$ cat src/rtl/mbx_pkg.sv
package mbx_pkg;

    localparam int BYTE_W      = 8;
    localparam int ADR_W       = 3;
    localparam int NUM_DIGITS  = 4;
    localparam int SEG_W       = 7;
    localparam int CTRL_RST_B  = 7;
    localparam int CTRL_OWN_B  = 6;

    typedef enum logic [ADR_W-1:0] {
        A_CTRL  = 3'd0,
        A_FLAGS = 3'd1,
        A_MBOX  = 3'd2,
        A_IO    = 3'd3,
        A_DIG0  = 3'd4,
        A_DIG1  = 3'd5,
        A_DIG2  = 3'd6,
        A_DIG3  = 3'd7
    } mbx_addr_e;

    typedef logic [BYTE_W-1:0] byte_t;

    typedef struct packed {
        byte_t                   ctrl;
        byte_t                   flags;
        byte_t                   mbox;
        byte_t                   led;
        byte_t [NUM_DIGITS-1:0]  digit;
    } mbx_file_t;

    typedef struct packed {
        logic             wr;
        logic [ADR_W-1:0] adr;
        byte_t            dat;
    } mbx_wreq_t;

    function automatic byte_t mbx_read(mbx_file_t f, byte_t sw, logic [ADR_W-1:0] adr);
        case (adr)
            A_CTRL:  return f.ctrl;
            A_FLAGS: return f.flags;
            A_MBOX:  return f.mbox;
            A_IO:    return sw;
            default: return f.digit[adr - A_DIG0];
        endcase
    endfunction

    function automatic logic hits(mbx_wreq_t r, logic [ADR_W-1:0] adr);
        return r.wr && (r.adr == adr);
    endfunction

endpackage

$ cat src/rtl/mbx_sync2.sv
module mbx_sync2 #(
    parameter int W = 8
) (
    input  logic         clk,
    input  logic         rst,
    input  logic [W-1:0] async_i,
    output logic [W-1:0] sync_o
);
    logic [W-1:0] meta;

    always_ff @(posedge clk) begin
        if (rst) begin
            meta   <= '0;
            sync_o <= '0;
        end else begin
            meta   <= async_i;
            sync_o <= meta;
        end
    end
endmodule

$ cat src/rtl/mbx_wb_port.sv
module mbx_wb_port
    import mbx_pkg::*;
(
    input  logic             clk,
    input  logic             rst,
    input  logic             cyc_i,
    input  logic             stb_i,
    input  logic             we_i,
    input  logic [ADR_W-1:0] adr_i,
    input  byte_t            dat_i,
    input  mbx_file_t        file_i,
    input  byte_t            sw_i,
    output byte_t            dat_o,
    output logic             ack_o,
    output mbx_wreq_t        wreq_o
);
    logic accept;

    assign accept = cyc_i && stb_i && !ack_o;
    assign wreq_o = '{wr: accept && we_i, adr: adr_i, dat: dat_i};

    always_ff @(posedge clk) begin
        if (rst) begin
            ack_o <= 1'b0;
            dat_o <= '0;
        end else begin
            ack_o <= accept;
            if (accept) dat_o <= mbx_read(file_i, sw_i, adr_i);
        end
    end


    ack_single_chk: assert property (@(posedge clk) disable iff (rst)
        ack_o |=> !ack_o);


    ack_cause_chk: assert property (@(posedge clk) disable iff (rst)
        ack_o |-> $past(cyc_i && stb_i));
endmodule

$ cat src/rtl/mbx_digit_scan.sv
module mbx_digit_scan
    import mbx_pkg::*;
#(
    parameter int N_DIG = NUM_DIGITS,
    parameter int DIV   = 100000
) (
    input  logic                    clk,
    input  logic                    rst,
    input  byte_t [N_DIG-1:0]       digit_i,
    output logic  [SEG_W-1:0]       seg_n_o,
    output logic                    dp_n_o,
    output logic  [N_DIG-1:0]       anode_n_o
);
    localparam int CW = (DIV > 1) ? $clog2(DIV) : 1;
    localparam int IW = (N_DIG > 1) ? $clog2(N_DIG) : 1;

    logic [CW-1:0] tick_cnt;
    logic [IW-1:0] sel;
    logic          wrap;

    assign wrap = (tick_cnt == CW'(DIV - 1));

    always_ff @(posedge clk) begin
        if (rst) begin
            tick_cnt <= '0;
            sel      <= '0;
        end else if (wrap) begin
            tick_cnt <= '0;
            sel      <= (sel == IW'(N_DIG - 1)) ? '0 : sel + 1'b1;
        end else begin
            tick_cnt <= tick_cnt + 1'b1;
        end
    end

    for (genvar k = 0; k < N_DIG; k++) begin : g_anode
        assign anode_n_o[k] = !(sel == IW'(k));
    end

    assign seg_n_o = digit_i[sel][SEG_W-1:0];
    assign dp_n_o  = digit_i[sel][SEG_W];


    anode_onehot_chk: assert property (@(posedge clk) disable iff (rst)
        $countones(~anode_n_o) == 1);


    anode_hold_chk: assert property (@(posedge clk) disable iff (rst)
        !$past(wrap) && !$past(rst) |-> $stable(anode_n_o));
endmodule

$ cat src/rtl/mbx_dual_regs.sv
module mbx_dual_regs
    import mbx_pkg::*;
#(
    parameter int REFRESH_DIV = 100000
) (
    input  logic             clk,
    input  logic             rst,
    input  logic             h_cyc_i,
    input  logic             h_stb_i,
    input  logic             h_we_i,
    input  logic [2:0]       h_adr_i,
    input  logic [7:0]       h_dat_i,
    output logic [7:0]       h_dat_o,
    output logic             h_ack_o,
    input  logic             d_cyc_i,
    input  logic             d_stb_i,
    input  logic             d_we_i,
    input  logic [2:0]       d_adr_i,
    input  logic [7:0]       d_dat_i,
    output logic [7:0]       d_dat_o,
    output logic             d_ack_o,
    output logic             dev_reset_o,
    output logic             host_mem_o,
    output logic [7:0]       irq_flags_o,
    input  logic [7:0]       switch_i,
    output logic [7:0]       led_o,
    output logic [6:0]       seg_n_o,
    output logic             dp_n_o,
    output logic [3:0]       anode_n_o
);
    mbx_file_t file_q;
    mbx_wreq_t hreq, dreq;
    byte_t     sw_sync;
    byte_t     flag_set, flag_clr;

    mbx_sync2 #(.W(BYTE_W)) u_sw_sync (
        .clk(clk), .rst(rst), .async_i(switch_i), .sync_o(sw_sync));

    mbx_wb_port u_host_port (
        .clk(clk), .rst(rst), .cyc_i(h_cyc_i), .stb_i(h_stb_i), .we_i(h_we_i),
        .adr_i(h_adr_i), .dat_i(h_dat_i), .file_i(file_q), .sw_i(sw_sync),
        .dat_o(h_dat_o), .ack_o(h_ack_o), .wreq_o(hreq));

    mbx_wb_port u_dev_port (
        .clk(clk), .rst(rst), .cyc_i(d_cyc_i), .stb_i(d_stb_i), .we_i(d_we_i),
        .adr_i(d_adr_i), .dat_i(d_dat_i), .file_i(file_q), .sw_i(sw_sync),
        .dat_o(d_dat_o), .ack_o(d_ack_o), .wreq_o(dreq));

    assign flag_set = hits(hreq, A_FLAGS) ? hreq.dat : '0;
    assign flag_clr = hits(dreq, A_FLAGS) ? dreq.dat : '0;

    always_ff @(posedge clk) begin
        if (rst) begin
            file_q <= '0;
        end else begin
            if (hits(hreq, A_CTRL)) file_q.ctrl <= hreq.dat;
            file_q.flags <= (file_q.flags & ~flag_clr) | flag_set;
            if (hits(hreq, A_MBOX))      file_q.mbox <= hreq.dat;
            else if (hits(dreq, A_MBOX)) file_q.mbox <= dreq.dat;
            if (hits(hreq, A_IO))        file_q.led  <= hreq.dat;
            else if (hits(dreq, A_IO))   file_q.led  <= dreq.dat;
            for (int k = 0; k < NUM_DIGITS; k++) begin
                if (hits(hreq, A_DIG0 + ADR_W'(k)))
                    file_q.digit[k] <= hreq.dat;
                else if (hits(dreq, A_DIG0 + ADR_W'(k)))
                    file_q.digit[k] <= dreq.dat;
            end
        end
    end

    assign dev_reset_o = rst || file_q.ctrl[CTRL_RST_B];
    assign host_mem_o  = file_q.ctrl[CTRL_OWN_B];
    assign irq_flags_o = file_q.flags;
    assign led_o       = file_q.led;

    mbx_digit_scan #(.N_DIG(NUM_DIGITS), .DIV(REFRESH_DIV)) u_scan (
        .clk(clk), .rst(rst), .digit_i(file_q.digit),
        .seg_n_o(seg_n_o), .dp_n_o(dp_n_o), .anode_n_o(anode_n_o));


    always_comb begin
        if (rst) dev_reset_hold_chk: assert (dev_reset_o);
    end


    ctrl_dev_ignored_chk: assert property (@(posedge clk) disable iff (rst)
        !(h_cyc_i && h_stb_i && h_we_i && h_adr_i == 3'd0) |=> $stable(host_mem_o));


    flag_set_chk: assert property (@(posedge clk) disable iff (rst)
        (h_cyc_i && h_stb_i && !h_ack_o && h_we_i && h_adr_i == 3'd1)
        |=> ((irq_flags_o & $past(h_dat_i)) == $past(h_dat_i)));


    flag_clr_chk: assert property (@(posedge clk) disable iff (rst)
        (d_cyc_i && d_stb_i && !d_ack_o && d_we_i && d_adr_i == 3'd1 &&
         !(h_cyc_i && h_stb_i && h_we_i && h_adr_i == 3'd1))
        |=> ((irq_flags_o & $past(d_dat_i)) == 8'h00));


    led_host_wins_chk: assert property (@(posedge clk) disable iff (rst)
        (h_cyc_i && h_stb_i && !h_ack_o && h_we_i && h_adr_i == 3'd3 &&
         d_cyc_i && d_stb_i && d_we_i && d_adr_i == 3'd3)
        |=> (led_o == $past(h_dat_i)));
endmodule

$ cat config.mk
export PLATFORM = sky130hd
export DESIGN_NAME = mbx_dual_regs
export DESIGN_NICKNAME = d
export VERILOG_FILES = /design/src/rtl/mbx_pkg.sv /design/src/rtl/mbx_sync2.sv /design/src/rtl/mbx_wb_port.sv /design/src/rtl/mbx_digit_scan.sv /design/src/rtl/mbx_dual_regs.sv
export SDC_FILE = /design/constraint.sdc
export NUM_CORES = 1
export LEC_CHECK = 0
export BUFFER_PORTS_ARGS = -buffer_cell sky130_fd_sc_hd__buf_2
export CORE_MARGIN = 5
export CORE_UTILIZATION = 42
export DETAILED_ROUTE_END_ITERATION = 7
export PLACE_DENSITY_LB_ADDON = 0.08
export SETUP_SLACK_MARGIN = 0.02
export SLEW_MARGIN = 5
export SYNTH_ARGS = -nofsm -noshare
export SYNTH_HDL_FRONTEND = slang
export SYNTH_SLANG_ARGS = --single-unit
$ cat constraint.sdc
create_clock -name clk -period 2.4 [get_ports clk]
set_input_delay 0.24 -clock clk [delete_from_list [all_inputs] [get_ports clk]]
set_output_delay 0.24 -clock clk [all_outputs]
set_load 0.05 [all_outputs]
==> out/qor.yml, run 1 <==
run_status:
  outcome: "finished clean"
clocking:
  htree_levels: 4
  path_clk_slew_ns: 0.05
  numCtsBuffers: 17
  hold_buffers: 0
  clk_latency_ns: 0.42
  tritoncts: "built"
  clockBufferDepth: 2
  cts.sinks: 117
  cts_setup_buffers: 0
  cts-root-buf: "clkbuf_16"
global_route:
  grt_max_degree: 41
  grt_pass1_wl_mm: 31.5
  overflow: 0
  grt.total_usage: 0.234
  grt_pass1_vias: 5318
  antenna_found_initial: 1
sta:
  hold_viol_final: 0
  setup_viol: 0
  finalCriticalPeriod_ns: 2.05
  rsz0062_at_grt: "false"
  tns_ns: 0
  worstMarginPinSlew_ns: 0.685
  finalClockSkew_ns: 0.00620
  period_share: 0.856
  holdWs_ns: 0.0355
  timing.fmax_mhz: 487
  slew_headroom: 0.543
  drv_slew: 0
run:
  cap_violations: 0
route:
  wl_mm: 20.1
  dr.max_layer_used: "met4"
  vias: 5343
  drc: 0
  via_per_inst: 5.98
  first_pass_iters: 5
  wl_met2_mm: 9.44
  final_antenna_net_count: 0
  wl_met1_mm: 8.42
  wl_met3_mm: 1.62
  routedWlPerCell_um: 22.5
  drtIter0Drc: 564
power:
  power_leakage_uw: 0.00276
  p_int_uw: 3820
  pwr-share-seq: 0.402
  vdd_drop_max_uv: 438
  power.density_nw_per_um2: 699
  sw_frac_of_total: 0.241
  combPwrFrac: 0.084
  p_switching_uw: 1210
  clkPwrFrac: 0.514
  total_power_uw: 5030
synth:
  synth_top_area_frac: 0.376
  syn-mean-instance-area_um2: 9.62
  synth_edf_count: 0
  synth_top_cell_by_area: "dfxtp_1"
  async_flop_share: 0
  synth-seq-cells: 117
  synth.distinct_cells: 63
  synthFlopType: "dfxtp_1"
  synth_nets: 691
  synth.area.top_cells: "dfxtp_1 (38%), mux4_2 (11%), nor2_1 (4.6%)"
  yosys_warnings: 0
  postSynthCellCount: 648
  netlist_area_um2: 6230
  synth_seq_area_share: 0.376
placement:
  io_buffers: 85
  place_hpwl_mm: 14.5
  dpl_cell_area_um2: 6590
  place_inst: 861
  place.gp.congestion: 0.917
critical_path:
  worstSetupPathType: "reg2out"
  startpoint_type: "register"
  arrival_ns: 1.81
  reg2reg_slack_ns: 0.40
  worstRegToRegCells: 4
  crit_path_end_kind: "output port"
  worstPathMaxFanout: 13
  required_ns: 2.16
die:
  ios: 86
  core_area_um2: 14500
  dieWidth_um: 132
  start_util: 0.429
  die_area_um2: 17400
  rows: 44
  fp.dieH_um: 132
min_path:
  hp-class: "in2reg"
  hold_path_depth: 2
cells_and_area:
  final_cell_mix: "dfxtp_1 (116), buf_2 (85), nor2_1 (77)"
  drive_above_1_share: 0.275
  final_cells: 893
  nFillCells: 1397
  multi_input_area_um2: 3420
  regArea_um2: 2340
  final_nets: 739
  final_common_cell: "dfxtp_1"
  area_growth_pct: 15.4
  postLayoutCellArea_um2: 7190
-- kinds of logic after synthesis --
logic type	synth area share
adders and majority gates	0.0100
DFF	0.376
muxes	0.151
buffers and inverters	0.0757
AOI/OAI and AO/OA	0.150
xor gates and xnor gates	0.0197
and+or+nand+nor	0.218
-- worst max-delay path, stage by stage, from the launching register on --
cell and delay, ns:
dfxtp_2 0.56, mux4_2 0.59, buf_2 0.24
-- what timing repair did --
action	CTS	global route
endpoints found under the hold margin	0	0
gates resized for setup	0	1
endpoints found under the setup margin	0	8
-- state kept, by name (all words and copies together), names as in the netlist --
name / count
file_q: 47
u_scan.tick_cnt: 17
irq_flags_o: 8
led_o: 8
u_dev_port.dat_o: 8
u_host_port.dat_o: 8
u_sw_sync.meta: 8
u_sw_sync.sync_o: 8
u_scan.sel: 2
host_mem_o: 1
u_dev_port.ack_o: 1
u_host_port.ack_o: 1
-- worst paths after layout --
path	start	endpoint
setup / recovery	u_scan.sel[0]	seg_n_o[1]
hold / removal	switch_i[3]	u_sw_sync.meta[3]
setup reg to reg	u_host_port.ack_o	file_q[5]
hold reg to reg	u_sw_sync.meta[2]	u_sw_sync.sync_o[2]
-- synth_stat cells (5+ instances only) --
cell	instances
nor2b_1	17
nand2_1	61
mux4_2	31
mux2i_1	22
a21oi_1	6
a311oi_1	15
buf_4	20
a211oi_2	8
buf_2	22
a221o_1	9
xnor2_1	7
nand3_1	20
dfxtp_1	117
a221oi_1	17
nor3_1	23
or3_1	10
and2_1	9
clkbuf_1	16
buf_6	6
o21ai_1	5
a311oi_2	8
inv_1	11
buf_1	7
and3_1	14
nor2_1	77
a32o_1	9
a211oi_1	5
xor2_1	7
ha_1	5
nand4_1	6
-- final cells by class --
type                            instances  share of cell area
Multi-Input combinational cell        445               0.475
Sequential cell                       117               0.326
Timing Repair Buffer                  101              0.0759
Clock buffer                           21              0.0654
Tap cell                              184              0.0320
Clock inverter                         10              0.0179
Inverter                               14             0.00731
Antenna cell                            1            0.000348
-- per-stage QoR --
| stage | setup WS [ns] | util |
|---|---|---|
| finish | 0.346 | 0.495 |
| global route | 0.265 | 0.495 |
| CTS | 0.0606 | 0.494 |
| detailed placement | 0.383 | 0.453 |
| global placement | 0.430 | 0.453 |
| floorplan | 0.570 | - |
-- power groups by stage --
stage               combinational [uW]  clock [uW]  sequential, uW
floorplan                          263           0            2070
global placement                   414           0            2060
detailed placement                 418           0            2060
CTS                                420        2610            2020
global route                       451        2710            2020
finish                             422        2580            2020
-- metal layers --
metal | vias up | GRT usage
li1 | 2473 | -
met1 | 2579 | 0.312
met2 | 243 | 0.364
met5 | - | 0
met3 | 48 | 0.0592
met4 | 0 | 0.0949
Power figures use the tool's default switching activity.
==> run 2: changes to the inputs <==
Settings changed: CTS_BUF_LIST set to sky130_fd_sc_hd__clkbuf_8, TNS_END_PERCENT set to 20.
==> out/qor.yml, run 2 (synthesis results as in run 1) <==
sta:
  tns_ns: 0  # unchanged
  holdWs_ns: 0.0213  # was 0.0355 ns
  worstMarginPinSlew_ns: 0.703  # was 0.685 ns
  timing.fmax_mhz: 481  # was 487 MHz
  rsz0062_at_grt: "false"  # unchanged
  finalCriticalPeriod_ns: 2.08  # was 2.05 ns
  finalClockSkew_ns: 0.0116  # was 0.00620 ns
  period_share: 0.866  # was 0.856
  hold_viol_final: 0  # unchanged
  drv_slew: 0  # unchanged
  slew_headroom: 0.531  # was 0.543
  setup_viol: 0  # unchanged
power:
  power.density_nw_per_um2: 614  # was 699 nW/um^2
  power_leakage_uw: 0.00271  # was 0.00276 uW
  vdd_drop_max_uv: 301  # was 438 uV
clocking:
  path_clk_slew_ns: 0.07  # was 0.05 ns
  numCtsBuffers: 17  # unchanged
  cts.sinks: 117  # unchanged
  htree_levels: 4  # unchanged
  tritoncts: "built"  # unchanged
  clockBufferDepth: 2  # unchanged
  clk_latency_ns: 0.45  # was 0.42 ns
  cts-root-buf: "clkbuf_8"  # was clkbuf_16
die:
  die_area_um2: 17400  # unchanged
  ios: 86  # unchanged
  rows: 44  # unchanged
  fp.dieH_um: 132  # unchanged
  dieWidth_um: 132  # unchanged
  start_util: 0.429  # unchanged
  core_area_um2: 14500  # unchanged
global_route:
  grt_pass1_vias: 5363  # was 5318
  met3_usage: 0.0565  # was 0.0592
  busiest_layer: "met2"  # unchanged
  grt_max_degree: 41  # unchanged
  use_met2: 0.369  # was 0.364
  grt.total_usage: 0.235  # was 0.234
  antenna_found_initial: 1  # unchanged
  met1_usage: 0.313  # was 0.312
  grt_pass1_wl_mm: 31.7  # was 31.5 mm
  overflow: 0  # unchanged
route:
  drc: 0  # unchanged
  via_per_inst: 5.87  # was 5.98
  routedWlPerCell_um: 22.4  # was 22.5 um
  drtIter0Drc: 587  # was 564
  final_antenna_net_count: 0  # unchanged
  first_pass_iters: 5  # unchanged
  vias: 5283  # was 5343
  wl_mm: 20.1  # about the same
cells_and_area:
  final_common_cell: "dfxtp_1"  # unchanged
  area_growth_pct: 13.5  # was 15.4%
  final_cell_mix: "dfxtp_1 (116), buf_2 (85), nor2_1 (77)"  # unchanged
  final_nets: 746  # was 739
  regMostFlops: "file_q"  # unchanged
  largest_reg_flops: 47  # unchanged
  nFillCells: 1414  # was 1397
  reg_top3: "file_q x47, u_scan.tick_cnt x17"  # unchanged
  drive_above_1_share: 0.273  # was 0.275
placement:
  io_buffers: 85  # unchanged
  place_hpwl_mm: 14.5  # unchanged
  place.gp.congestion: 0.917  # unchanged
run_status:
  outcome: "finished clean"  # unchanged
critical_path:
  crit_path_end_kind: "output port"  # unchanged
  worstSetupPathType: "reg2out"  # unchanged
  startpoint_type: "register"  # unchanged
  arrival_ns: 1.84  # was 1.81 ns
  worstPathMaxFanout: 13  # unchanged
  required_ns: 2.16  # about the same
min_path:
  hp-class: "in2reg"  # unchanged
run:
  cap_violations: 0  # unchanged
run 2: cell types whose count changed in the layout (fill, tap and decap cells not counted), sizes merged:
cell | previous run | this run
dlygate4sd3 | 0 | 7
clkbuf | 21 | 20
inv | 13 | 14
run 2: final timing paths:
path / slack, ns / endpoint / cells past startpoint / startpoint
setup reg to reg: 0.41 / file_q[5] / 4 / u_host_port.ack_o
hold reg to reg: 0.44 / u_sw_sync.sync_o[5] / 1 / u_sw_sync.meta[5]
hold / removal: 0.02 / u_sw_sync.meta[1] / 2 / switch_i[1]
setup / recovery: 0.32 / seg_n_o[3] / 2 / u_scan.sel[0]
run 2: worst max-delay path, stage by stage (launching register included):
cell     delay, ns
dfxtp_2       0.57
mux4_2        0.59
buf_2         0.23
run 2: per-layer routing:
metal	share of wire	vias to the layer above
li1	-	2487
met1	0.42	2538
met2	0.47	220
met3	0.079	38
met4	0.025	0
met5	0	-
run 2: timing repair:
item | 4_1_cts | 5_1_grt
setup endpoints to repair | 1 | 0
buffers inserted | 0 | 0
hold endpoints to repair | 7 | 0
hold buffers | 7 | 0
resized for setup | 1 | 0
run 2: area by class of cell:
class | count | area, um^2 | area share
flip-flops and latches | 117 | 2340 | 0.332
multi-input cells | 445 | 3420 | 0.483
repair buffers | 108 | 616 | 0.0871
well taps | 184 | 230 | 0.0326
clock buffers | 20 | 275 | 0.0389
inverters | 14 | 52.6 | 0.00743
diodes | 1 | 2.50 | 0.000354
clock inverters | 11 | 133 | 0.0188
run 2: where the power goes:
part | internal, uW | switching, uW | leakage [uW]
Sequential | 1980 | 36.6 | 0.000949
Combinational | 143 | 286 | 0.00154
Clock | 1090 | 804 | 0.000219
Total | 3210 | 1130 | 0.00271
run 2: through the flow:
| step | cell area, um^2 | utilization | cells | power, uW | worst slack, ns |
|---|---|---|---|---|---|
| after floorplan | 6230 | - | 648 | 2330 | 0.570 |
| after global placement | 6590 | 0.453 | 861 | 2470 | 0.430 |
| after detailed placement | 6590 | 0.453 | 861 | 2480 | 0.383 |
| after CTS | 7070 | 0.486 | 899 | 4360 | 0.282 |
| after global routing | 7070 | 0.486 | 899 | 4490 | 0.222 |
| final | 7070 | 0.486 | 900 | 4340 | 0.321 |
==> run 3: changes to the inputs <==
Settings changed: CELL_PAD_IN_SITES_DETAIL_PLACEMENT set to 0, CELL_PAD_IN_SITES_GLOBAL_PLACEMENT set to 1, SETUP_SLACK_MARGIN 0.02 to 0.4, SYNTH_HIERARCHICAL set to 1.
==> out/qor.yml, run 3 <==
synth:
  synth_edf_count: 0  # unchanged
  synth_nets: 771  # was 691
  synth-seq-cells: 117  # unchanged
  synth.distinct_cells: 55  # was 63
  synth_top_cell_by_area: "dfxtp_1"  # unchanged
  synth.area.top_cells: "dfxtp_1 (36%), mux2i_1 (11%), nand2_1 (6.0%)"  # was dfxtp_1 (38%), mux4_2 (11%), nor2_1 (4.6%)
  netlist_area_um2: 6580  # was 6230 um^2
  synth_seq_area_share: 0.356  # was 0.376
  synth_most_common_cell: "dfxtp_1"  # unchanged
  syn-mean-instance-area_um2: 9.04  # was 9.62 um^2
  yosys_warnings: 6  # was 0
  netlist_top_cells_count: "dfxtp_1 (117), nand2_1 (105), nor2_1 (83), mux2i_1 (73), buf_4 (46)"  # was dfxtp_1 (117), nor2_1 (77), nand2_1 (61), mux4_2 (31), nor3_1 (23)
  async_flop_share: 0  # unchanged
  postSynthCellCount: 728  # was 648
  synthFlopType: "dfxtp_1"  # unchanged
  synth_top_area_frac: 0.356  # was 0.376
cells_and_area:
  drive_above_1_share: 0.250  # was 0.273
  regMostFlops: "file_q"  # unchanged
  largest_reg_flops: 47  # unchanged
  final_cells: 976  # was 900
  final_nets: 795  # was 746
  area_growth_pct: 8.95  # was 13.5%
  reg_top3: "file_q x47, u_scan/tick_cnt x17"  # was file_q x47, u_scan.tick_cnt x17
  multi_input_area_um2: 3520  # was 3420 um^2
  final_common_cell: "dfxtp_1"  # unchanged
  final_cell_mix: "dfxtp_1 (114), nand2_1 (105), buf_2 (84)"  # was dfxtp_1 (116), buf_2 (85), nor2_1 (77)
  regArea_um2: 2350  # was 2340 um^2
  nFillCells: 1536  # was 1414
  diodes: 0  # was 1
  utilization: 0.468  # was 0.486
placement:
  place_hpwl_mm: 14.4  # was 14.5 mm
  place_inst: 937  # was 861
  place.gp.congestion: 0.894  # was 0.917
  io_buffers: 85  # unchanged
critical_path:
  startpoint_type: "register"  # unchanged
  required_ns: 2.74  # was 2.16 ns
  arrival_ns: 2.31  # was 1.84 ns
  worstSetupPathType: "reg2reg"  # was reg2out
  crit_path_end_kind: "register"  # was output port
  worstPathMaxFanout: 11  # was 13
route:
  drc: 0  # unchanged
  wl_mm: 19.7  # was 20.1 mm
  drtIter0Drc: 501  # was 587
  routedWlPerCell_um: 20.2  # was 22.4 um
  vias: 5500  # was 5283
  first_pass_iters: 5  # unchanged
  via_per_inst: 5.64  # was 5.87
  final_antenna_net_count: 0  # unchanged
sta:
  worstMarginPinSlew_ns: 0.601  # was 0.703 ns
  holdWs_ns: 0.0331  # was 0.0213 ns
  finalCriticalPeriod_ns: 1.97  # was 2.08 ns
  setup_viol: 0  # unchanged
  rsz0062_at_grt: "true"  # was false
  hold_viol_final: 0  # unchanged
  drv_slew: 0  # unchanged
  period_share: 0.822  # was 0.866
  finalClockSkew_ns: 0.00849  # was 0.0116 ns
  tns_ns: 0  # unchanged
  timing.fmax_mhz: 507  # was 481 MHz
  slew_headroom: 0.599  # was 0.531
global_route:
  grt_max_degree: 42  # was 41
  met1_usage: 0.303  # was 0.313
  antenna_found_initial: 0  # was 1
  grt_pass1_wl_mm: 30.0  # was 31.7 mm
  busiest_layer: "met2"  # unchanged
  grt_pass1_vias: 5113  # was 5363
  met3_usage: 0.0505  # was 0.0565
  grt.total_usage: 0.215  # was 0.235
  overflow: 0  # unchanged
  use_met2: 0.325  # was 0.369
clocking:
  cts.sinks: 117  # unchanged
  cts-root-buf: "clkbuf_8"  # unchanged
  clk_latency_ns: 0.43  # was 0.45 ns
  tritoncts: "built"  # unchanged
  htree_levels: 4  # unchanged
  clockBufferDepth: 2  # unchanged
  path_clk_slew_ns: 0.07  # about the same
  numCtsBuffers: 17  # unchanged
run_status:
  outcome: "finished clean"  # unchanged
min_path:
  hp-class: "in2reg"  # unchanged
die:
  start_util: 0.430  # was 0.429
  dieWidth_um: 135  # was 132 um
  core_area_um2: 15300  # was 14500 um^2
  ios: 86  # unchanged
  die_area_um2: 18300  # was 17400 um^2
  fp.dieH_um: 135  # was 132 um
  rows: 45  # was 44
run:
  cap_violations: 0  # unchanged
power:
  vdd_drop_max_uv: 321  # was 301 uV
  total_power_uw: 4240  # was 4340 uW
  power.density_nw_per_um2: 592  # was 614 nW/um^2
  power_leakage_uw: 0.00280  # was 0.00271 uW
-- run 3: cell count changes after synthesis, moves of 19 or more --
cell     delta
a21oi_1    +24
a22oi_1    +22
buf_4      +26
mux2i_1    +51
mux4_2     -19
nand2_1    +44
nor3_1     -22
-- run 3: logic make-up (layout without fill, tap and decap cells) --
kind of cell / after synthesis / count (layout) / share of synthesized area
buf+inv: 114 / 151 / 0.110
fa+ha+maj: 5 / 5 / 0.00950
xor+xnor: 13 / 13 / 0.0173
flops: 117 / 117 / 0.356
simple gates: 275 / 275 / 0.228
compound gates: 119 / 119 / 0.128
mux: 85 / 85 / 0.152
-- run 3: final cells by class --
| cell class | instances | area share |
|---|---|---|
| inverters | 15 | 0.00785 |
| flip-flops and latches | 117 | 0.327 |
| clock buffers | 19 | 0.0365 |
| well taps | 211 | 0.0368 |
| clock inverters | 13 | 0.0153 |
| multi-input cells | 497 | 0.491 |
| repair buffers | 104 | 0.0851 |
-- run 3: worst max-delay path: stages, from the launching register on --
cell      delay (ns)
dfxtp_1         0.31
and3b_1         0.37
and2_2          0.36
and4bb_2        0.46
mux2i_1         0.12
a211oi_1        0.26
-- run 3: final timing paths --
check                                    startpoint  slack [ns]                   to  cells past startpoint
worst max-delay path               u_dev_port/ack_o        0.43           file_q[45]                      5
worst max register to register     u_dev_port/ack_o        0.43           file_q[45]                      5
worst min register to register  u_dev_port/dat_o[6]        0.44  u_dev_port/dat_o[6]                      2
worst min-delay path                    switch_i[2]        0.03    u_sw_sync/meta[2]                      2
-- run 3: metrics by stage --
stage / setup WS (ns) / instance area [um^2]
finish: 0.427 / 7170
CTS: 0.401 / 7160
detailed placement: 0.219 / 6730
global placement: 0.312 / 6730
global route: 0.335 / 7170
floorplan: 0.361 / 6590
-- run 3: metal layers --
layer  up-vias  part of all wire  routed length (um)
met5         -                 0                   0
met4         0             0.021                 420
met3        23             0.065                1280
met2       206              0.45                8830
met1      2682              0.47                9210
li1       2589                 -                   -
-- run 3: timing repair --
item | in CTS | in global routing
endpoints found under the setup margin | 65 | 49
hold endpoints to repair | 6 | 0
buffers inserted | 0 | 1
hold buffers | 6 | 0
pin swaps | 0 | 0
gates resized for setup | 6 | 2
-- run 3: report_power, final --
part	internal (uW)	switching [uW]	total, uW
Clock	864	836	1700
Sequential	1990	38.7	2030
Combinational	169	346	514
